[src/rtl/kbd_pkg.sv]
package kbd_pkg;
   typedef enum logic [2:0] {
      RSEL_NONE,
      RSEL_KEY,
      RSEL_ANY,
      RSEL_SW0,
      RSEL_SW1,
      RSEL_SW2
   } rd_sel_e;

   localparam int NUM_GSW = 3;
endpackage

[src/rtl/kbd_latch.sv]
module kbd_latch #(
   parameter int CODE_W = 7
) (
   input  logic              clk,
   input  logic              rst_n,
   input  logic              load,
   input  logic [CODE_W-1:0] code_in,
   input  logic              clr,
   output logic [CODE_W-1:0] code_q,
   output logic              strobe_q
);
   if (CODE_W < 1) begin : g_chk_w
      $error("kbd_latch: CODE_W must be at least 1");
   end

   always_ff @(posedge clk) begin
      if (!rst_n) begin
         code_q   <= '0;
         strobe_q <= 1'b0;
      end else if (load) begin
         code_q   <= code_in;
         strobe_q <= 1'b1;
      end else if (clr) begin
         strobe_q <= 1'b0;
      end
   end

   // an accepted event wins and carries its code
   a_r2_load_sets: assert property (@(posedge clk) disable iff (!rst_n)
      load |=> (strobe_q && code_q == $past(code_in)));
   // acknowledge without event drops the strobe
   a_r4_clr_drops: assert property (@(posedge clk) disable iff (!rst_n)
      (clr && !load) |=> !strobe_q);
   // no accepted event, no code change
   a_r6_code_hold: assert property (@(posedge clk) disable iff (!rst_n)
      !load |=> $stable(code_q));
endmodule

[src/rtl/kbd_mod_route.sv]
module kbd_mod_route #(
   parameter int          NKEYS     = 64,
   parameter int          RST_IDX   = 63,
   parameter int          CTRL_IDX  = 62,
   parameter int          SHIFT_IDX = 61,
   parameter int          OPEN_IDX  = 59,
   parameter int          SOLID_IDX = 58,
   parameter logic [NKEYS-1:0] MOD_MASK = '0
) (
   input  logic             clk,
   input  logic             rst_n,
   input  logic [NKEYS-1:0] key_map,
   input  logic             shift_jmp,
   output logic             any_down,
   output logic [kbd_pkg::NUM_GSW-1:0] gsw,
   output logic             rst_req
);
   import kbd_pkg::*;

   localparam int SRC_IDX [NUM_GSW] = '{OPEN_IDX, SOLID_IDX, SHIFT_IDX};

   logic [NUM_GSW-1:0] gsw_d;

   assign any_down = |(key_map & ~MOD_MASK);

   for (genvar g = 0; g < NUM_GSW; g++) begin : g_sw
      if (SRC_IDX[g] >= NKEYS) begin : g_chk
         $error("kbd_mod_route: switch source index out of range");
      end
      if (g == NUM_GSW - 1) begin : g_jmp
         assign gsw_d[g] = key_map[SRC_IDX[g]] & shift_jmp;
      end else begin : g_dir
         assign gsw_d[g] = key_map[SRC_IDX[g]];
      end
   end

   always_ff @(posedge clk) begin
      if (!rst_n) begin
         gsw     <= '0;
         rst_req <= 1'b0;
      end else begin
         gsw     <= gsw_d;
         rst_req <= key_map[RST_IDX] & key_map[CTRL_IDX];
      end
   end

   // a reset request needs both keys one cycle earlier
   a_r10_combo: assert property (@(posedge clk) disable iff (!rst_n)
      rst_req |-> $past(key_map[CTRL_IDX] && key_map[RST_IDX]));
   // jumper off keeps switch 2 low
   a_r9_jumper_off: assert property (@(posedge clk) disable iff (!rst_n)
      !shift_jmp |=> !gsw[2]);
   // command keys reach their switches
   a_r8_open_sw: assert property (@(posedge clk) disable iff (!rst_n)
      key_map[OPEN_IDX] |=> gsw[0]);
endmodule

[src/rtl/kbd_rd_mux.sv]
module kbd_rd_mux #(
   parameter int                ADDR_W   = 16,
   parameter int                CODE_W   = 7,
   parameter logic [ADDR_W-1:0] KEY_ADDR = 16'hC000,
   parameter logic [ADDR_W-1:0] CLR_ADDR = 16'hC010,
   parameter logic [ADDR_W-1:0] SW_BASE  = 16'hC061
) (
   input  logic              bus_sel,
   input  logic              bus_rd,
   input  logic [ADDR_W-1:0] bus_addr,
   input  logic [CODE_W-1:0] code_q,
   input  logic              strobe_q,
   input  logic              any_down,
   input  logic [kbd_pkg::NUM_GSW-1:0] gsw,
   output logic [CODE_W:0]   rd_data,
   output logic              clr_hit
);
   import kbd_pkg::*;

   logic [NUM_GSW-1:0] sw_hit;
   rd_sel_e            sel;

   for (genvar g = 0; g < NUM_GSW; g++) begin : g_swdec
      assign sw_hit[g] = (bus_addr == SW_BASE + ADDR_W'(g));
   end

   assign clr_hit = bus_sel && (bus_addr == CLR_ADDR);

   always_comb begin
      sel = RSEL_NONE;
      if (bus_sel && bus_rd) begin
         if (bus_addr == KEY_ADDR)      sel = RSEL_KEY;
         else if (bus_addr == CLR_ADDR) sel = RSEL_ANY;
         else if (sw_hit[0])            sel = RSEL_SW0;
         else if (sw_hit[1])            sel = RSEL_SW1;
         else if (sw_hit[2])            sel = RSEL_SW2;
      end
   end

   always_comb begin
      unique case (sel)
         RSEL_KEY: rd_data = {strobe_q, code_q};
         RSEL_ANY: rd_data = {any_down, {CODE_W{1'b0}}};
         RSEL_SW0: rd_data = {gsw[0], {CODE_W{1'b0}}};
         RSEL_SW1: rd_data = {gsw[1], {CODE_W{1'b0}}};
         RSEL_SW2: rd_data = {gsw[2], {CODE_W{1'b0}}};
         default:  rd_data = '0;
      endcase
   end
endmodule

[src/rtl/kbd_strobe_port.sv]
module kbd_strobe_port #(
   parameter int                ADDR_W    = 16,
   parameter int                CODE_W    = 7,
   parameter int                NKEYS     = 64,
   parameter int                IDX_W     = $clog2(NKEYS),
   parameter logic [ADDR_W-1:0] KEY_ADDR  = 16'hC000,
   parameter logic [ADDR_W-1:0] CLR_ADDR  = 16'hC010,
   parameter logic [ADDR_W-1:0] SW_BASE   = 16'hC061,
   parameter int                RST_IDX   = 63,
   parameter int                CTRL_IDX  = 62,
   parameter int                SHIFT_IDX = 61,
   parameter int                CAPS_IDX  = 60,
   parameter int                OPEN_IDX  = 59,
   parameter int                SOLID_IDX = 58
) (
   input  logic              clk,
   input  logic              rst_n,
   input  logic              key_evt,
   input  logic [IDX_W-1:0]  key_idx,
   input  logic [CODE_W-1:0] key_code,
   input  logic [NKEYS-1:0]  key_map,
   input  logic              shift_jmp,
   input  logic              bus_sel,
   input  logic              bus_rd,
   input  logic [ADDR_W-1:0] bus_addr,
   output logic [CODE_W:0]   rd_data,
   output logic [2:0]        game_sw,
   output logic              sys_rst_req
);
   localparam logic [NKEYS-1:0] ONE = NKEYS'(1);
   localparam logic [NKEYS-1:0] MOD_MASK =
      (ONE << RST_IDX) | (ONE << CTRL_IDX) | (ONE << SHIFT_IDX) |
      (ONE << CAPS_IDX) | (ONE << OPEN_IDX) | (ONE << SOLID_IDX);

   if ((1 << IDX_W) != NKEYS) begin : g_chk_keys
      $error("kbd_strobe_port: NKEYS must be a power of two matching IDX_W");
   end
   if ($countones(MOD_MASK) != 6) begin : g_chk_mods
      $error("kbd_strobe_port: modifier indices must be distinct");
   end

   logic              load;
   logic              clr_hit;
   logic              any_down;
   logic [CODE_W-1:0] code_q;
   logic              strobe_q;

   assign load = key_evt && !MOD_MASK[key_idx];

   kbd_latch #(.CODE_W(CODE_W)) u_latch (
      .clk      (clk),
      .rst_n    (rst_n),
      .load     (load),
      .code_in  (key_code),
      .clr      (clr_hit),
      .code_q   (code_q),
      .strobe_q (strobe_q)
   );

   kbd_mod_route #(
      .NKEYS(NKEYS), .RST_IDX(RST_IDX), .CTRL_IDX(CTRL_IDX),
      .SHIFT_IDX(SHIFT_IDX), .OPEN_IDX(OPEN_IDX), .SOLID_IDX(SOLID_IDX),
      .MOD_MASK(MOD_MASK)
   ) u_route (
      .clk       (clk),
      .rst_n     (rst_n),
      .key_map   (key_map),
      .shift_jmp (shift_jmp),
      .any_down  (any_down),
      .gsw       (game_sw),
      .rst_req   (sys_rst_req)
   );

   kbd_rd_mux #(
      .ADDR_W(ADDR_W), .CODE_W(CODE_W), .KEY_ADDR(KEY_ADDR),
      .CLR_ADDR(CLR_ADDR), .SW_BASE(SW_BASE)
   ) u_rd (
      .bus_sel  (bus_sel),
      .bus_rd   (bus_rd),
      .bus_addr (bus_addr),
      .code_q   (code_q),
      .strobe_q (strobe_q),
      .any_down (any_down),
      .gsw      (game_sw),
      .rd_data  (rd_data),
      .clr_hit  (clr_hit)
   );

   // a modifier event leaves the strobe as it was or clears it
   a_r6_mod_no_strobe: assert property (@(posedge clk) disable iff (!rst_n)
      (key_evt && MOD_MASK[key_idx] && !strobe_q) |=> !strobe_q);
   // idle bus reads as zero
   a_r11_idle_zero: assert property (@(posedge clk) disable iff (!rst_n)
      !bus_sel |-> (rd_data == '0));
endmodule

[config.mk]
export PLATFORM = sky130hd
export DESIGN_NAME = kbd_strobe_port
export DESIGN_NICKNAME = d
export VERILOG_FILES = /design/src/rtl/kbd_pkg.sv /design/src/rtl/kbd_latch.sv /design/src/rtl/kbd_mod_route.sv /design/src/rtl/kbd_rd_mux.sv /design/src/rtl/kbd_strobe_port.sv
export SDC_FILE = /design/constraint.sdc
export NUM_CORES = 1
export LEC_CHECK = 0
export ABC_AREA = 1
export BUFFER_PORTS_ARGS = -buffer_cell sky130_fd_sc_hd__clkbuf_2
export CAP_MARGIN = 20
export CORE_MARGIN = 3
export CORE_UTILIZATION = 34
export DETAILED_ROUTE_END_ITERATION = 10
export PLACE_DENSITY = 0.8
export SLEW_MARGIN = 20
export SYNTH_ARGS = -nofsm -noshare
export SYNTH_HDL_FRONTEND = slang
export SYNTH_HIERARCHICAL = 1
export SYNTH_SLANG_ARGS = --single-unit
export TNS_END_PERCENT = 1
[constraint.sdc]
create_clock -name clk -period 1.6 [get_ports clk]
set_input_delay 0.24 -clock clk [delete_from_list [all_inputs] [get_ports clk]]
set_output_delay 0.24 -clock clk [all_outputs]
set_load 0.1 [all_outputs]
Yosys cells after proc, flatten, opt, wreduce, memory -nomap -nowiden
Memory sizes are Yosys's and may differ from the RTL's.
Cells that the tools add are included.
{ "op_classes": {"order_cmp": 1, "n_eq_ne": 10, "muxes": 10, "bitwise": 2, "n_reduce_logical": 6} }
{ "ops": {"columns": ["op", "n"], "rows": [
  ["16-bit equality test (second input constant)", 5],
  ["58-bit OR reduction", 1],
  ["8-bit one-hot mux with 5 select lines", 1],
  ["3-bit two-way mux", 6],
  ["6-bit by 7-bit < comparator with 1-bit output (second input constant)", 1],
  ["3-bit by 2-bit equality test with 1-bit output (second input constant)", 2],
  ["3-bit equality test (second input constant)", 2],
  ["3-bit by 1-bit equality test with 1-bit output (second input constant)", 1],
  ["1-bit logical AND", 3],
  ["1-bit two-way mux", 3],
  ["1-bit AND", 2],
  ["2-bit nonzero test", 1],
  ["1-bit zero test", 1]
]} }
{ "word_totals": {"reg_bits": 12, "rom_bits": 64, "input_bits": 99, "elab_cells": 34, "n_memories": 1} }
{ "memory_table": {"columns": ["memory", "words", "width", "read_ports", "rd_ports_with_merged_regs", "write_ports", "line_no", "text"], "rows": [
  ["(no name shown)", 64, 1, 1, 0, 0, "kbd_strobe_port.sv:48", "assign load = key_evt && !MOD_MASK[key_idx];"]
]} }

Depth between registers and ports, before layout
Gate-level depths: netlist of the first run.
{ "logic_depth": {"word_depth": 9, "mapped_depth": 11, "mapped_depth_nobuf": 11} }

Modules after synthesis
The synthesis of the first run kept the hierarchy.
{ "modules_own_cells": {"columns": ["module", "n_inst", "cells_per_inst", "area_per_inst_um2", "seq_area_each_um2"], "rows": [
  ["kbd_rd_mux", 1, 82, 371.6, 0.0],
  ["kbd_mod_route", 1, 70, 332.8, 80.1],
  ["kbd_latch", 1, 34, 271.5, 160.2],
  ["kbd_strobe_port", 1, 5, 20.0, 0.0]
]} }

Least setup slack after synthesis of the first run
No wires, ideal clock.
{ "synth_timing": {"path_kind": "input-to-output", "from": "input bus_addr[13]", "to": "output rd_data[0]", "arrival_time_ns": 2.255, "path_slack_ns": -0.895, "path_stages": 9, "path_cell_list": "nor2_1 nand2_1 nor2_4 nand3_1 nand2_1 nand2_2 clkinv_2 nand3_4 nor2_1"} }
{ "synth_between": {"elab_chain_len": 9, "word_cells_on_any_way": 17} }
{ "synth_rtl": {"columns": ["item", "line_no", "text"], "rows": [
  ["from (decl)", "kbd_strobe_port.sv:25", "input logic [ADDR_W-1:0] bus_addr,"],
  ["16-bit equality test", "kbd_rd_mux.sv:24", "assign sw_hit[g] = (bus_addr == SW_BASE + ADDR_W'(g));"],
  ["3-bit two-way mux", "kbd_rd_mux.sv:36", "else if (sw_hit[2]) sel = RSEL_SW2;"],
  ["3-bit two-way mux", "kbd_rd_mux.sv:35", "else if (sw_hit[1]) sel = RSEL_SW1;"],
  ["3-bit two-way mux", "kbd_rd_mux.sv:34", "else if (sw_hit[0]) sel = RSEL_SW0;"],
  ["3-bit two-way mux", "kbd_rd_mux.sv:33", "else if (bus_addr == CLR_ADDR) sel = RSEL_ANY;"],
  ["3-bit two-way mux (*)", "kbd_rd_mux.sv:32", "if (bus_addr == KEY_ADDR) sel = RSEL_KEY;"],
  ["3-bit two-way mux (*)", "kbd_rd_mux.sv:31", "if (bus_sel && bus_rd) begin"],
  ["3-bit equality test, or another cell as far along", "kbd_rd_mux.sv:41", "unique case (sel)"],
  ["8-bit one-hot mux with 5 select lines (*)", "kbd_rd_mux.sv:41", null],
  ["to (decl)", "kbd_strobe_port.sv:26", "output logic [CODE_W:0] rd_data,"]
]} }
Mark *: on every way between the ends. The rest lies on a longest branch, timed or not.

Final worst setup path of the first run
{ "layout_timing": {"from": "input bus_addr[10]", "to": "output rd_data[6]"} }
Same word-level chain as after synthesis.

==> results of run 1 <==
-- worst register-to-register path, stage by stage, from the launching register on --
cell and delay (ps):
dfxtp_1 320, o21ai_0 150, nor2_1 50
-- flip-flops by register name, indices dropped and copies added, names as in the netlist --
name              flops
u_route/gsw           3
u_route/rst_req       1
u_latch/strobe_q      1
u_latch/code_q        7
-- layout make-up --
type | instances | area (um2) | share of cell area
clock buffer | 4 | 36.3 | 0.0187
inverter | 27 | 104 | 0.0536
multi-input combinational | 152 | 762 | 0.393
sequential | 12 | 241 | 0.125
tap | 31 | 38.8 | 0.0200
timing repair buffer | 118 | 754 | 0.390
-- per-stage QoR --
stage / total power [mW] / setup slack [ps]
global placement: 0.592 / -177
floorplan: 0.451 / -244
global route: 0.902 / -311
finish: 0.838 / -204
detailed placement: 0.596 / -212
CTS: 0.832 / -217
-- power groups by stage --
stage / registers, mW / logic [mW] / clock network [mW]
after floorplan: 0.367 / 0.0844 / 0
after global placement: 0.335 / 0.257 / 0
after detailed placement: 0.335 / 0.261 / 0
after CTS: 0.329 / 0.262 / 0.241
after global routing: 0.332 / 0.311 / 0.259
final: 0.329 / 0.277 / 0.233
-- how the worst max path moves through the flow --
stage            startpoint    endpoint  slack, ps  cells past startpoint
2_1_floorplan  bus_addr[13]  rd_data[0]       -240                      9
3_3_place_gp   bus_addr[13]  rd_data[6]       -180                     11
3_5_place_dp    bus_addr[9]  rd_data[2]       -210                     11
4_1_cts         bus_addr[9]  rd_data[0]       -220                     11
5_1_grt        bus_addr[12]  rd_data[6]       -310                     11
6_report       bus_addr[10]  rd_data[6]       -200                     11
-- cell families (layout without fill, tap and decap cells) --
logic type / after synthesis / after routing
flip-flops: 12 / 12
AO/OA/AOI/OAI: 9 / 9
AND/OR/NAND/NOR: 143 / 143
buffers and inverters: 27 / 149
-- repair_timing --
| item | 4_1_cts | 5_1_grt |
|---|---|---|
| endpoints found under the setup margin | 8 | 8 |
| setup buffers | 0 | 1 |
| cloned | 0 | 0 |
| pin swaps | 1 | 12 |
| resized for setup | 1 | 18 |
-- cell usage after synthesis --
cell,number
nand4_1,5
inv_2,1
clkinv_2,1
dfxtp_1,12
nand2_2,1
nor2_1,77
nand3_1,7
nand3_2,1
inv_1,25
nor2_4,2
nor3_1,3
o21ai_0,7
or2_1,1
nand3_4,1
a21oi_1,1
a21oi_2,1
and2_0,1
nand2_1,44
-- layer usage --
| layer | GRT usage | vias to the layer above |
|---|---|---|
| met4 | 0.0506 | 0 |
| met3 | 0.0432 | 4 |
| li1 | - | 823 |
| met5 | 0 | - |
| met1 | 0.207 | 582 |
| met2 | 0.316 | 54 |
==> impl_results.md, run 1 <==
* Status: finished, violations left
* Area contributors post-synth: nor2_1, dfxtp_1, nand2_1, inv_1, nand3_1
* Synth warn at 6
* Met2 routed WL at 1630 um
* Final setup fails at 8
* Hold Path End: u_route/gsw[1]$_SDFF_PN0_
* Routed via count at 1463
* Synth cell types at 18
* Gp weighted congestion at 0.867
* Crit path launch type: input pin
* Placed instance area at 1820 um2
* Most frequent cells in the layout: clkbuf_2, nor2_1, nand2_1, inv_1, nor2_4
* Vias/cell at 4.25
* Crit path max fanout at 7
* Layout cells sized above 1 at 0.482
* Synth top area share at 0.290
* Inst Count DP at 339
* Pre-antenna DRT Iters at 4
* Slew Limit Fails at 0
* Skew-Pair Late Insertion Delay at 270 ps
* Net Count, Synth at 290
* HP Class: input pin to register
* Maximum clock path buffer count at 2
* Chip width at 60.1 um
* Final Util at 0.696
* Largest net degree at the start of global routing at 12
* Cell Area, Synth at 996 um2
* Cell area after layout at 1940 um2
* CTS root buf: clkbuf_4
* PnR worst setup slack at -204 ps
* F_max at 554 MHz
* Worst hold path stage count at 3
* Clock skew at 0 ps
* Slew margin rel. at 0.626
* Seq pwr share at 0.392
* Highest metal used: met4
* Synth Area in XOR/XNOR at 0
* Filler Cell Count at 254
* Worst hold slack at 154 ps
* Fin cells at 344
* Failing checks: negative setup slack
* R2R Setup Slk at 970 ps
* Top delay family on crit path: simple AND/OR/NAND/NOR gates
* Logic pwr share at 0.330
* First-pass GRT wire length at 5020 um
* Crit path buf inv count at 3
* GR Util All Layers at 0.177
* Commonest non-fill, non-tap cell in the layout: clkbuf_2
* IO buf count at 108
* Synthesized area per cell at 5.21 um2
* Crit path DAT at 1560 ps
* Antenna Violating Nets Remaining at 0
* Synthesized flop and latch total at 12
* Initial antenna violation count at 0
* Reg2reg end: u_latch/code_q[0]$_SDFFE_PN0P_
* Starting Density at 0.358
* CTS buffer count at 3
* CTS tree: built
* NetSw at 248 uW
* CP max stage delay at 180 ps
* Full die area at 3610 um2
* R2R depth at 2
* Max Cap Violations at 0
* PwrDens at 433 nW/um2
* Hold Vio Cnt, Final at 0
* Final wirelength at 3210 um
* Hold buffers post-CTS at 0
* Cells after synthesis at 191
* CP max stage cell: nor2_4
* Post-synthesis adder-cell area fraction at 0
* RSZ-0062 raised after global routing: yes
* Post-synthesis compound-gate area fraction at 0.0490
* Metal3 WL at 306 um
* Antenna cell count at 0
* Largest area contributor in the netlist: nor2_1
* DRT iter0 DRCs at 30
* Switching Share at 0.296
* Wire per inst at 9.34 um
* Final period util at 1.13
* Core Rows at 19
* DRC viols at 0
* Worst Max-Slew Pin Slew at 564 ps
* Area of the core at 2780 um2
* Critical path cell sequence: buf_6 > nor2_4 > nand2_2 > nor2_4 > nand3_2 > nand2_2 > nand2_2 > inv_4 > nand3_4 > nor2_4 > buf_12
* IO Pins at 111
* Die Ht at 60.1 um
* CP Capture Type: primary output
* Clock-pin slew on the worst setup and hold paths at 70 ps
* Period minus WS final at 1800 ps
* Nets at 413
* CTS H-Tree Depth at 1
* Hold Startpoint: key_map[58]
* WP data required at 1360 ps
* Largest family of logic cells by synthesized area: simple AND/OR/NAND/NOR gates
* Clock Sinks at 12
* P_int at 590 uW
* Mux cell area share after synthesis at 0
* Sequential share of the synthesized area at 0.241
* Setup Crit Path Kind: input pin to primary output
* Clock power frac at 0.278
* GRT overflow at 0
* Area share of and/or/nand/nor cells after synthesis at 0.607
* Leakage at 1.04 nW
* Setup TNS Final at -1500 ps
* DPL Wire Length at 2810 um
* Met1 WL at 1250 um
* Number of global-route vias before repair at 1321
* Worst reg2reg path startpoint: u_latch/code_q[0]$_SDFFE_PN0P_
* Area Overhead vs Synth at 94.5%
* Max IR drop VDD at 0.000440 V
Power figures use the tool's default switching activity.
==> run 2, diff against run 1 <==
--- a/config.mk
+++ b/config.mk
@@ -5,13 +5,12 @@
 export SDC_FILE = /design/constraint.sdc
 export NUM_CORES = 1
 export LEC_CHECK = 0
-export ABC_AREA = 1
 export BUFFER_PORTS_ARGS = -buffer_cell sky130_fd_sc_hd__clkbuf_2
 export CAP_MARGIN = 20
-export CORE_MARGIN = 3
-export CORE_UTILIZATION = 34
+export CORE_MARGIN = 1
+export CORE_UTILIZATION = 29
 export DETAILED_ROUTE_END_ITERATION = 10
-export PLACE_DENSITY = 0.8
+export PLACE_DENSITY = 0.79
 export SLEW_MARGIN = 20
 export SYNTH_ARGS = -nofsm -noshare
 export SYNTH_HDL_FRONTEND = slang
==> run 2 against run 1 <==
  * The flow still finishes with violations (negative setup slack)
  * Synthesized cell count is 57% lower
  * Register-to-register slack worse by 60 ps
  * Clock skew did not move
  * Global-route usage increased by 1.2 points
  * Largest cell class is now non-clock buffers
  * Critical path depth decreased by 3
  * Core utilization fell by 3.3 points
==> impl_results.md, run 2 <==
* Crit path buf inv count at 2
* Failing checks: negative setup slack
* Sequential share of the synthesized area at 0.316
* Reg2reg end: u_latch/strobe_q$_SDFFE_PN0P_
* Hold Path End: u_route/gsw[0]$_SDFF_PN0_
* CP Capture Type: primary output
* EDFF count, synth at 0
* Tot Pwr at 752 uW
* Initial antenna violation count at 0
* GRT overflow at 0
* Clock-pin slew on the worst setup and hold paths at 70 ps
* Critical path cell sequence: clkbuf_2 > nor4_1 > nand4_1 > or4_4 > a22oi_2 > a211oi_1 > a221o_2 > buf_12
* RSZ-0062 raised after global routing: yes
* Chip width at 53.2 um
* Maximum clock path buffer count at 2
* Layout cells sized above 1 at 0.714
* CTS tree: built
* DRT iter0 DRCs at 5
* Pre-antenna DRT Iters at 4
* Status: finished, violations left
* Cell area after layout at 1640 um2
* Commonest non-fill, non-tap cell in the layout: clkbuf_2
* Crit path DAT at 2080 ps
* Max IR drop VDD at 0.000544 V
* Antenna Violating Nets Remaining at 0
* Worst reg2reg path startpoint: u_latch/strobe_q$_SDFFE_PN0P_
* PwrDens at 457 nW/um2
* CTS H-Tree Depth at 1
* Cell Area, Synth at 759 um2
* Number of global-route vias before repair at 1000
* Die Ht at 53.2 um
* Synthesized area per cell at 9.15 um2
* CP max stage cell: or4_4
* Area contributors post-synth: dfxtp_1, nor4_1, mux2i_1, and2_1, nor2b_1
* Worst hold path stage count at 2
* CTS buffer count at 3
* Area Overhead vs Synth at 116%
* Synth warn at 6
* Cells after synthesis at 83
* HP Class: input pin to register
* Hold Vio Cnt, Final at 0
* Full die area at 2830 um2
* R2R depth at 2
* Area of the core at 2480 um2
* Most frequent cells in the layout: clkbuf_2, dfxtp_1, nor2b_1, buf_4, buf_12
* GR Util All Layers at 0.189
* Core Rows at 18
* Setup slack at placement at -730 ps
* Crit path max fanout at 2
* Largest net degree at the start of global routing at 13
* Synth top area share at 0.316
* Hold Startpoint: key_map[59]
* Final period util at 1.45
* Max reg flops at 7
* Vias/cell at 4.81
* Gp weighted congestion at 0.737
* DRC viols at 0
* IO Pins at 111
* Setup Crit Path Kind: input pin to primary output
* Worst Max-Slew Pin Slew at 546 ps
* Crit path launch type: input pin
* Wire per inst at 12.3 um
* Most instantiated library cell after synthesis: nor4_1
* Largest area contributor in the netlist: dfxtp_1
* PnR worst setup slack at -720 ps
* CTS root buf: clkbuf_4
* CP max stage delay at 540 ps
* Skew-Pair Late Insertion Delay at 260 ps
* Top delay family on crit path: simple AND/OR/NAND/NOR gates
* Inst Count DP at 230
* IO buf count at 108
* Slew margin rel. at 0.638
* R2R Setup Slk at 910 ps
* Starting Density at 0.307
* Post-synth ARST share at 0
* Net Count, Synth at 182
* Setup TNS Final at -2750 ps
* F_max at 431 MHz
* Synthesized flop and latch total at 12
* Max Cap Violations at 0
* WP data required at 1360 ps
* Antenna cell count at 0
* Reg with most FFs: u_latch/code_q
* Synth cell types at 28
* Synth Flop Type: dfxtp_1
* Period minus WS final at 2320 ps
* Fin cells at 233
* Final wirelength at 2870 um
* Routed via count at 1120
* Top Registers: u_latch/code_q x7, u_route/gsw x3
* Slew Limit Fails at 0
* Most frequent cells after synthesis: nor4_1, dfxtp_1, and2_1
* Clock skew at 0 ps
* Final setup fails at 8
* Clock Sinks at 12
* Post-CTS setup buffer count at 0
* Leakage at 0.815 nW
* Placed instance area at 1560 um2
* Nets at 304
* First-pass GRT wire length at 3930 um
## run 2: layer usage
metal	GRT usage	vias to the layer above	routed length [um]	part of all wire
met5	0	-	0	0
met4	0.0614	0	0	0
met3	0.0374	0	241	0.084
met2	0.365	51	1490	0.52
met1	0.201	498	1130	0.40
li1	-	571	-	-
## run 2: worst max-delay path by stage
stage,end,cells after the start,start,slack (ps)
floorplan,rd_data[7],6,key_map[16],-550
global placement,rd_data[7],8,key_map[0],-680
detailed placement,rd_data[7],8,key_map[8],-730
CTS,rd_data[7],8,key_map[6],-690
global route,rd_data[7],8,key_map[1],-790
finish,rd_data[7],8,key_map[1],-720
## run 2: power by group
part / total (mW) / leakage [nW] / internal [mW] / switching [mW]
clock network: 0.173 / 0.0138 / 0.0869 / 0.0863
registers: 0.326 / 0.0992 / 0.316 / 0.00935
logic: 0.253 / 0.702 / 0.136 / 0.117
total: 0.752 / 0.815 / 0.539 / 0.213
## run 2: logic make-up after synthesis
| logic type | synth area share |
|---|---|
| and+or+nand+nor | 0.489 |
| buffers and inverters | 0.0148 |
| AOI/OAI and AO/OA | 0.0725 |
| DFF | 0.316 |
| muxes | 0.107 |
## run 2: cell type report
cell class | instances | area, um2
Fill cell | 220 | 833
Timing Repair Buffer | 118 | 739
Multi-Input combinational cell | 70 | 604
Sequential cell | 12 | 240
Tap cell | 30 | 37.5
Clock buffer | 3 | 22.5
## run 2: repair_timing
item	in CTS	in global routing
hold buffers	0	0
gates resized for setup	12	4
pin swaps	12	2
endpoints found under the hold margin	0	0
setup endpoints to repair	8	8
## run 2: per-stage QoR
step	utilization	hold slack, ps
3_5_place_dp	0.628	451
5_1_grt	0.664	182
2_1_floorplan	-	358
4_1_cts	0.653	171
3_3_place_gp	0.628	444
6_report	0.664	180
==> run 3, diff against run 2 <==
--- a/config.mk
+++ b/config.mk
@@ -5,12 +5,13 @@
 export SDC_FILE = /design/constraint.sdc
 export NUM_CORES = 1
 export LEC_CHECK = 0
+export ABC_AREA = 1
 export BUFFER_PORTS_ARGS = -buffer_cell sky130_fd_sc_hd__clkbuf_2
 export CAP_MARGIN = 20
 export CORE_MARGIN = 1
-export CORE_UTILIZATION = 29
+export CORE_UTILIZATION = 34
 export DETAILED_ROUTE_END_ITERATION = 10
-export PLACE_DENSITY = 0.79
+export PLACE_DENSITY = 0.8
 export SLEW_MARGIN = 20
 export SYNTH_ARGS = -nofsm -noshare
 export SYNTH_HDL_FRONTEND = slang
==> run 3 against run 2 <==
  * The run still ends with negative setup slack left
  * First-iteration DRC count grew to 8.0 times the previous value
  * Critical path type unchanged
  * Sequential share of layout area is 2.0 points lower
  * Critical path depth is 3 higher
  * Flip-flop and latch count stayed put
  * Non-clock buffer count is 1 higher
  * Total power is 2.9% higher
  * Setup slack better by 520 ps
  * Register-to-register slack better by 70 ps
==> impl_results.md, run 3 (same netlist as run 1, synthesis figures left out) <==
* DRC viols at 0
* WP data required at 1360 ps
* PnR worst setup slack at -200 ps
* Period minus WS final at 1800 ps
* Nets at 414
* Layout cells sized above 1 at 0.479
* PwrDens at 405 nW/um2
* RSZ-0062 raised after global routing: yes
* Highest metal used: met4
* CTS buffer count at 3
* Slew Limit Fails at 0
* Max Cap Violations at 0
* Worst hold slack at 158 ps
* Setup TNS Final at -1430 ps
* CP Capture Type: primary output
* Chip width at 56.1 um
* Filler Cell Count at 249
* IO Pins at 111
* Routed via count at 1497
* HP Class: input pin to register
* Core Rows at 19
* Wire per inst at 9.03 um
* Clock skew at 0 ps
* Initial antenna violation count at 0
* GR Util All Layers at 0.211
* Met1 WL at 1250 um
* Area Overhead vs Synth at 91.8%
* GRT overflow at 0
* F_max at 556 MHz
* Worst Max-Slew Pin Slew at 563 ps
* Max reg flops at 7
* Hold buffers post-CTS at 0
* Skew-Pair Late Insertion Delay at 260 ps
* Largest net degree at the start of global routing at 12
* Starting Density at 0.361
* CTS H-Tree Depth at 1
* Antenna Violating Nets Remaining at 0
* DRT iter0 DRCs at 40
* Slew margin rel. at 0.626
* Top Registers: u_latch/code_q x7, u_route/gsw x3
* Antenna cell count at 0
* CTS tree: built
* CTS root buf: clkbuf_4
* Crit path max fanout at 7
* Final setup fails at 8
* DPL Wire Length at 2700 um
* Hold Vio Cnt, Final at 0
* First-pass GRT wire length at 5440 um
* Leakage at 1.04 nW
* IO buf count at 108
* Setup Crit Path Kind: input pin to primary output
* Most frequent cells in the layout: clkbuf_2, nor2_1, nand2_1, inv_1
* Max IR drop VDD at 0.000774 V
* Status: finished, violations left
* Final period util at 1.13
* Met2 routed WL at 1610 um
* Crit path launch type: input pin
* Failing checks: negative setup slack
* Die Ht at 56.1 um
* Full die area at 3150 um2
* Crit path DAT at 1560 ps
* Final wirelength at 3110 um
* Vias/cell at 4.35
* Area of the core at 2760 um2
* Pre-antenna DRT Iters at 5
* Number of global-route vias before repair at 1441
* Metal3 WL at 204 um
* Reg with most FFs: u_latch/code_q
* Maximum clock path buffer count at 2
* Gp weighted congestion at 0.757
* Commonest non-fill, non-tap cell in the layout: clkbuf_2
* Clock-pin slew on the worst setup and hold paths at 60 ps
* Clock Sinks at 12
## run 3: changes by cell type in the layout (fill, tap and decap cells not counted), moves of 5 or more
cell     previous run  this run
and2_4              7         0
inv_1               0        24
mux2i_1             7         0
nand2_1             0        39
nand2_2             0         6
nor2_1              2        66
nor2_4              0        11
nor2b_1             9         0
nor4_1              5         0
nor4_2              7         0
o21ai_0             1         7
## run 3: cell type report
class                      count  area, um2  share of cell area
multi-input combinational    152        748               0.392
tap                           31       38.8              0.0203
timing repair buffer         119        756               0.396
clock buffer                   3       22.5              0.0118
inverter                      27        104              0.0544
sequential                    12        241               0.126
## run 3: path summary, 6_finish.rpt
kind / start / endpoint / slack [ps] / depth (start not counted)
worst max-delay path: bus_addr[8] / rd_data[6] / -200 / 11
worst min-delay path: key_map[59] / u_route/gsw[0]$_SDFF_PN0_ / 160 / 3
worst max register to register: u_latch/code_q[4]$_SDFFE_PN0P_ / u_latch/code_q[4]$_SDFFE_PN0P_ / 980 / 2
worst min register to register: u_latch/strobe_q$_SDFFE_PN0P_ / u_latch/strobe_q$_SDFFE_PN0P_ / 470 / 2
## run 3: timing repair
item | 4_1_cts | 5_1_grt
buffers inserted | 1 | 1
endpoints found under the setup margin | 8 | 8
pin swaps | 2 | 10
cloned | 0 | 0
resized for setup | 2 | 14
## run 3: worst max-delay path, stage by stage
cell	delay (ps)
buf_6	90
nor2_4	90
nand2_2	70
nor2_4	140
nand3_2	90
nand2_2	90
nand2_2	80
inv_4	80
nand3_4	200
nor2_4	180
buf_12	190
## run 3: metrics by stage
| stage | cells | cell area [um2] | power, mW | utilization | worst slack, ps |
|---|---|---|---|---|---|
| global placement | 339 | 1820 | 0.593 | 0.661 | -197 |
| detailed placement | 339 | 1820 | 0.599 | 0.661 | -274 |
| finish | 344 | 1910 | 0.774 | 0.693 | -200 |
| floorplan | 191 | 1050 | 0.451 | - | -244 |
| CTS | 343 | 1860 | 0.779 | 0.674 | -235 |
| global route | 344 | 1910 | 0.834 | 0.693 | -300 |
## run 3: power by group
| part | internal (mW) | switching (mW) |
|---|---|---|
| clock | 0.0867 | 0.0835 |
| sequential | 0.319 | 0.00849 |
| combinational | 0.132 | 0.144 |
## run 3: per-layer routing
| metal | vias to the layer above | global-route usage |
|---|---|---|
| li1 | 825 | - |
| met1 | 614 | 0.228 |
| met2 | 52 | 0.398 |
| met3 | 6 | 0.0558 |
| met4 | 0 | 0.0592 |
| met5 | - | 0 |
